## src/rtl/i2c_stat_pkg.sv

```systemverilog
package i2c_stat_pkg;
  localparam int unsigned NUM_FLAGS = 3;
  localparam int unsigned FLG_IF    = 0;
  localparam int unsigned FLG_STOPF = 1;
  localparam int unsigned FLG_AAS   = 2;
  localparam int unsigned TMO_SCL_LO = 0;
  localparam int unsigned TMO_SCL_HI = 1;
  localparam int unsigned TMO_SDA_HI = 2;
endpackage

```

## src/rtl/i2c_slave_hit.sv

```systemverilog
module i2c_slave_hit #(
  parameter int unsigned ADDR_W = 7
) (
  input  logic              addr_recv_i,
  input  logic [ADDR_W-1:0] call_addr_i,
  input  logic [ADDR_W-1:0] own_addr_i,
  input  logic [ADDR_W-1:0] range_addr_i,
  input  logic              range_en_i,
  output logic              hit_o
);
  logic prim_hit, rng_hit;

  always_comb begin
    prim_hit = (call_addr_i != '0) && (call_addr_i == own_addr_i);
    // range excludes lower bound, includes upper
    rng_hit  = range_en_i && (call_addr_i > own_addr_i) && (call_addr_i <= range_addr_i);
    hit_o    = addr_recv_i && (prim_hit || rng_hit);
  end
endmodule

```

## src/rtl/i2c_irq_src.sv

```systemverilog
module i2c_irq_src #(
  parameter int unsigned     TMO_N        = 3,
  parameter logic [TMO_N-1:0] TMO_IRQ_MASK = 3'b001
) (
  input  logic             fast_ack_i,
  input  logic             byte_done_i,
  input  logic             ack_done_i,
  input  logic             slave_hit_i,
  input  logic             alt_match_i,
  input  logic             arb_lost_i,
  input  logic [TMO_N-1:0] tmo_i,
  input  logic             stop_det_i,
  input  logic             stop_ie_i,
  input  logic             stop_flag_i,
  output logic             set_o
);
  logic xfer_end, tmo_hit, stop_term;

  always_comb begin
    xfer_end  = fast_ack_i ? byte_done_i : ack_done_i;
    tmo_hit   = |(tmo_i & TMO_IRQ_MASK);
    // pending stop flag keeps re-arming the interrupt
    stop_term = stop_ie_i && (stop_det_i || stop_flag_i);
    set_o     = xfer_end | slave_hit_i | alt_match_i | arb_lost_i | tmo_hit | stop_term;
  end
endmodule

```

## src/rtl/i2c_sticky_bit.sv

```systemverilog
module i2c_sticky_bit (
  input  logic clk_i,
  input  logic rst_ni,
  input  logic set_i,
  input  logic clr_i,
  output logic q_o
);
  always_ff @(posedge clk_i or negedge rst_ni) begin
    if (!rst_ni)    q_o <= 1'b0;
    else if (set_i) q_o <= 1'b1;
    else if (clr_i) q_o <= 1'b0;
  end
endmodule

```

## src/rtl/i2c_cap_bit.sv

```systemverilog
module i2c_cap_bit (
  input  logic clk_i,
  input  logic rst_ni,
  input  logic en_i,
  input  logic d_i,
  output logic q_o
);
  always_ff @(posedge clk_i or negedge rst_ni) begin
    if (!rst_ni)   q_o <= 1'b0;
    else if (en_i) q_o <= d_i;
  end
endmodule

```

## src/rtl/i2c_stat_irq.sv

```systemverilog
module i2c_stat_irq
  import i2c_stat_pkg::*;
#(
  parameter int unsigned      ADDR_W       = 7,
  parameter int unsigned      TMO_N        = 3,
  parameter logic [TMO_N-1:0] TMO_IRQ_MASK = 3'b001
) (
  input  logic              clk_i,
  input  logic              rst_ni,
  input  logic              fast_ack_i,
  input  logic              irq_en_i,
  input  logic              stop_ie_i,
  input  logic              byte_done_i,
  input  logic              ack_done_i,
  input  logic              addr_recv_i,
  input  logic [ADDR_W-1:0] call_addr_i,
  input  logic              call_rw_i,
  input  logic [ADDR_W-1:0] own_addr_i,
  input  logic [ADDR_W-1:0] range_addr_i,
  input  logic              range_en_i,
  input  logic              alt_match_i,
  input  logic              arb_lost_i,
  input  logic [TMO_N-1:0]  tmo_i,
  input  logic              stop_det_i,
  input  logic              ack_level_i,
  input  logic              ctrl_wr_i,
  input  logic              stat_wr_i,
  input  logic              stat_if_wdata_i,
  input  logic              flt_wr_i,
  input  logic              flt_stopf_wdata_i,
  output logic              addressed_o,
  output logic              slave_tx_o,
  output logic              irq_flag_o,
  output logic              nack_o,
  output logic              stop_flag_o,
  output logic              irq_o
);
  logic                 slave_hit, if_set;
  logic [NUM_FLAGS-1:0] fl_set, fl_clr, fl_q;

  i2c_slave_hit #(.ADDR_W(ADDR_W)) u_hit (
    .addr_recv_i (addr_recv_i),
    .call_addr_i (call_addr_i),
    .own_addr_i  (own_addr_i),
    .range_addr_i(range_addr_i),
    .range_en_i  (range_en_i),
    .hit_o       (slave_hit)
  );

  i2c_irq_src #(.TMO_N(TMO_N), .TMO_IRQ_MASK(TMO_IRQ_MASK)) u_src (
    .fast_ack_i (fast_ack_i),
    .byte_done_i(byte_done_i),
    .ack_done_i (ack_done_i),
    .slave_hit_i(slave_hit),
    .alt_match_i(alt_match_i),
    .arb_lost_i (arb_lost_i),
    .tmo_i      (tmo_i),
    .stop_det_i (stop_det_i),
    .stop_ie_i  (stop_ie_i),
    .stop_flag_i(fl_q[FLG_STOPF]),
    .set_o      (if_set)
  );

  always_comb begin
    fl_set[FLG_IF]    = if_set;
    fl_clr[FLG_IF]    = stat_wr_i & stat_if_wdata_i;
    fl_set[FLG_STOPF] = stop_det_i;
    fl_clr[FLG_STOPF] = flt_wr_i & flt_stopf_wdata_i;
    fl_set[FLG_AAS]   = slave_hit;
    fl_clr[FLG_AAS]   = ctrl_wr_i;
  end

  for (genvar g = 0; g < NUM_FLAGS; g++) begin : g_flag
    i2c_sticky_bit u_flag (
      .clk_i (clk_i),
      .rst_ni(rst_ni),
      .set_i (fl_set[g]),
      .clr_i (fl_clr[g]),
      .q_o   (fl_q[g])
    );
  end

  i2c_cap_bit u_srw (
    .clk_i (clk_i),
    .rst_ni(rst_ni),
    .en_i  (slave_hit),
    .d_i   (call_rw_i),
    .q_o   (slave_tx_o)
  );

  i2c_cap_bit u_rxak (
    .clk_i (clk_i),
    .rst_ni(rst_ni),
    .en_i  (ack_done_i),
    .d_i   (ack_level_i),
    .q_o   (nack_o)
  );

  assign irq_flag_o  = fl_q[FLG_IF];
  assign stop_flag_o = fl_q[FLG_STOPF];
  assign addressed_o = fl_q[FLG_AAS];
  assign irq_o       = fl_q[FLG_IF] & irq_en_i;
endmodule

```

## config.mk

```make
export PLATFORM = sky130hd
export DESIGN_NAME = i2c_stat_irq
export DESIGN_NICKNAME = d
export VERILOG_FILES = /design/src/rtl/i2c_stat_pkg.sv /design/src/rtl/i2c_slave_hit.sv /design/src/rtl/i2c_irq_src.sv /design/src/rtl/i2c_sticky_bit.sv /design/src/rtl/i2c_cap_bit.sv /design/src/rtl/i2c_stat_irq.sv
export SDC_FILE = /design/constraint.sdc
export NUM_CORES = 1
export LEC_CHECK = 0
export ABC_CLOCK_PERIOD_IN_PS = 1500
export BUFFER_PORTS_ARGS = -buffer_cell sky130_fd_sc_hd__buf_2
export CORE_MARGIN = 2
export CORE_UTILIZATION = 41
export CTS_CLUSTER_DIAMETER = 200
export DETAILED_ROUTE_END_ITERATION = 6
export GPL_TIMING_DRIVEN = 0
export PLACE_DENSITY_LB_ADDON = 0.2
export SLEW_MARGIN = 10
export SYNTH_ARGS = -nofsm -noshare
export SYNTH_HDL_FRONTEND = slang
export SYNTH_SLANG_ARGS = --single-unit
export TNS_END_PERCENT = 10
```

## constraint.sdc

```tcl
create_clock -name clk_i -period 1.5 [get_ports clk_i]
set_input_delay 0.15 -clock clk_i [delete_from_list [all_inputs] [get_ports clk_i]]
set_output_delay 0.15 -clock clk_i [all_outputs]
set_load 0.05 [all_outputs]
```

==> Implementation_results.wiki <==
{| class="wikitable"
! Metric !! Value
|-
| Iteration-0 DRC count of the detailed router || 4
|-
| Critical setup path kind || input pin to flip-flop
|-
| Antenna diode count || 0
|-
| Residual DRC count || 0
|-
| Effective utilization at floorplan || 0.426
|-
| Final Critical Period || 1340 ps
|-
| Wire length of the first global-routing pass || 2230 um
|-
| Routability-driven placement congestion ratio || roughly 0.74
|-
| Cell leakage power || 0.522 nW
|-
| Fraction of synthesized cell area taken by the top area cell type || 0.283
|-
| Synthesis warning total || 0
|-
| Sum of negative setup slack || 0 ps
|-
| Final setup vio count || 0
|-
| Gr usage total || 0.165
|-
| CTS tree || yes
|-
| Fraction of final layout cells sized beyond drive strength 1 || 0.444
|-
| Vias in the first global route || 610
|-
| Root cell of the clock tree || clkbuf_4
|-
| Fill count || 143
|-
| CP Capture Point || g_flag[0].u_flag.q_o
|-
| Standard-cell row count || 14
|-
| Final count of pins violating max slew || 0
|-
| Sw Share || 0.369
|-
| Number of buffers inserted by port buffering || 46
|-
| Worst Setup Slack post-DPL || -107 ps
|-
| Cell Int Power || 0.371 mW
|-
| Total power per unit cell area || 649 nW/um^2
|-
| Cells along the critical path || buf_2 > ha_1 > nand4_1 > or2_1 > o211a_2 > a21oi_2 > o21ai_0
|-
| First element of the critical path || call_addr_i[6]
|-
| Max-cap violations || 0
|-
| Hold WC Path Type || input pin to flip-flop
|-
| FF-to-FF End || g_flag[0].u_flag.q_o
|-
| Psw || 0.217 mW
|-
| Largest area contributor in the netlist || ha_1
|-
| I/O pins || 49
|-
| Instance area at placement || 870 um^2
|-
| Core Area || approximately 1500 um^2
|-
| Worst-path fanout max || 3
|-
| Initial antenna violation count || 0
|-
| DRT Wirelength || 1380 um
|-
| Number of instances resized during post-cts repair || 0
|-
| Number of CTS-inserted buffers || 3
|-
| Layout net count || 184
|-
| Max Clock Freq || 746 MHz
|-
| Combinational fraction of design power || 0.468
|-
| Maximum number of buffers from clock root to sink || 2
|-
| Length of the first detailed-routing pass in iterations || 3
|-
| Clock slew at reported path FFs || 40 ps
|-
| # H-tree levels || 1
|-
| Rel. slew slack || 0.763
|-
| Setup crit start kind || input pin
|-
| Total via count after detailed routing || 701
|-
| Maximum number of pins on one net before global-route repair || 6
|-
| Final hold violations || 0
|-
| Area of the die || 1840 um^2
|-
| Max stage delay on crit path || 310 ps
|-
| Sequential fraction of the synthesis area || 0.202
|-
| Setup repair after global routing missed its margin || no
|-
| Remaining global-route overflow || 0
|-
| Part of the total power dissipated in the clock network || 0.259
|-
| Total non-filler cell area in the finished layout || around 900 um^2
|-
| Gate count after technology mapping || 75
|-
| Req. time, crit path || 1610 ps
|-
| Mean instance size in the synthesized netlist || 8.26 um^2
|-
| Antenna Nets Post-Route || 0
|-
| Number of storage elements in the synthesis netlist || 5
|-
| Number of cells on the worst reg-to-reg path || 3
|-
| Vias per cell || 4.94
|-
| Launching point of the worst reg2reg path || g_flag[0].u_flag.q_o
|-
| Post-Synthesis Cell Area || around 620 um^2
|-
| Synth Net Count || approximately 130
|-
| Result of the run || finished, final reports clean
|-
| Leading cell types by total area after synthesis || ha_1 (28%), dfrtp_1 (20%), inv_1 (9.7%), a21oi_1 (6.5%), o21ai_0 (3.2%)
|-
| Synthesis-to-finish area growth || 46.3%
|-
| Count of cell types in the netlist || 24
|-
| Data arrival at the endpoint of the critical path || 1450 ps
|-
| Reg-to-reg setup timing slack || 450 ps
|-
| VDD IR max || 0.299 mV
|-
| Clock latency on the worst-skew pair || approximately 240 ps
|-
| Pin slew with the least headroom to its limit || about 350 ps
|-
| Die width || 42.9 um
|-
| Number of sinks driven by the clock tree || 5
|-
| Die extent in y || 42.9 um
|-
| Crit share post-route || 0.894
|-
| Total half-perimeter wirelength after legalization and detailed placement || 1270 um
|-
| Clock Skews || about 0.046 ps
|-
| Average wire length per cell after detail routing || 9.74 um
|-
| Critical Path Sink Type || flip-flop
|-
| Slowest cell on crit path || ha_1
|-
| Sequential fraction of design power || 0.273
|-
| Worst Setup Slack, final || roughly 160 ps
|}
-- routing by layer --
| metal | up-vias | share of wire | global-route usage | routed length (um) |
|---|---|---|---|---|
| met1 | 298 | 0.40 | 0.164 | 547 |
| met4 | 0 | 0.022 | 0.113 | 31 |
| met5 | - | 0 | 0 | 0 |
| met3 | 4 | 0.11 | 0.0298 | 150 |
| li1 | 367 | - | - | - |
| met2 | 32 | 0.47 | 0.303 | 654 |
-- timing repair --
action | 4_1_cts | 5_1_grt
setup buffers | 0 | 0
endpoints found under the hold margin | 5 | 0
hold buffers | 1 | 0
-- area by class of cell --
type | instances | area [um^2] | area share
well taps | 16 | 20.0 | 0.0221
multi-input cells | 54 | 434 | 0.479
flip-flops and latches | 5 | 125 | 0.138
repair buffers | 47 | 240 | 0.265
inverters | 16 | 60.1 | 0.0663
clock buffers | 4 | 26.3 | 0.0290
-- layout by cell type, fill, tap and decap left out --
master         netlist  routed
a21oi_2              2       2
and3_4               1       1
nor3_1               2       2
dlygate4sd3_1        0       1
nand3_1              2       2
ha_1                14      14
nand2_1              4       4
o21ai_0              4       4
clkbuf_4             0       3
clkbuf_1             0       1
mux2_2               1       1
nor2b_1              1       1
and3_1               1       1
o211a_2              1       1
buf_2                0      46
nand4_1              2       2
a221oi_1             1       1
or2_1                1       1
o22ai_1              2       2
inv_1               16      16
nand3b_1             2       2
o32ai_2              1       1
a21oi_1              8       8
and2_1               1       1
dfrtp_1              5       5
nor4_1               1       1
a21bo_2              1       1
a21o_1               1       1
-- metrics by stage --
stage	power, mW	hold slack [ps]	util	std cells
3_5_place_dp	0.438	-31.3	0.598	137
3_3_place_gp	0.429	-33.6	0.598	137
4_1_cts	0.600	89.1	0.623	142
2_1_floorplan	0.338	-146	-	75
5_1_grt	0.629	109	0.623	142
6_report	0.588	99.0	0.623	142
-- state kept, by name, indices dropped and copies added (netlist names) --
register           cells
g_flag.u_flag.q_o      3
u_rxak.q_o             1
u_srw.q_o              1
-- synthesized netlist by cell type --
master    instances
a21bo_2           1
o211a_2           1
nand4_1           2
o21ai_0           4
ha_1             14
and3_4            1
a221oi_1          1
nor3_1            2
inv_1            16
dfrtp_1           5
or2_1             1
a21o_1            1
nand3_1           2
nor2b_1           1
nand2_1           4
o32ai_2           1
nor4_1            1
and3_1            1
nand3b_1          2
o22ai_1           2
mux2_2            1
a21oi_1           8
a21oi_2           2
and2_1            1
-- power groups by stage --
| stage | logic [mW] | registers, mW | clock network [mW] |
|---|---|---|---|
| 6_report | 0.275 | 0.160 | 0.152 |
| 5_1_grt | 0.302 | 0.162 | 0.165 |
| 4_1_cts | 0.278 | 0.160 | 0.162 |
| 3_5_place_dp | 0.276 | 0.162 | 0 |
| 3_3_place_gp | 0.267 | 0.162 | 0 |
| 2_1_floorplan | 0.116 | 0.221 | 0 |
-- cells by family after synthesis --
family	after synthesis	synth area share
DFF	5	0.202
adders and majority gates	14	0.283
muxes	1	0.0182
buffers and inverters	16	0.0970
and+or+nand+nor	18	0.170
AOI/OAI and AO/OA	21	0.230
-- critical path: cells and delay by family --
kind            cells  cell delay [ps]
compound gates      3              450
simple gates        2              420
fa+ha+maj           1              310
buf+inv             1              120
-- worst min-delay path by stage --
stage,from,end,slack [ps],cells past startpoint
floorplan,rst_ni,g_flag[0].u_flag.q_o,-150,0
global placement,rst_ni,g_flag[2].u_flag.q_o,-30,1
detailed placement,rst_ni,g_flag[2].u_flag.q_o,-30,1
CTS,ctrl_wr_i,g_flag[2].u_flag.q_o,90,2
global route,ctrl_wr_i,g_flag[2].u_flag.q_o,110,2
finish,ctrl_wr_i,g_flag[2].u_flag.q_o,100,2
(Power assumes the default switching activity.)
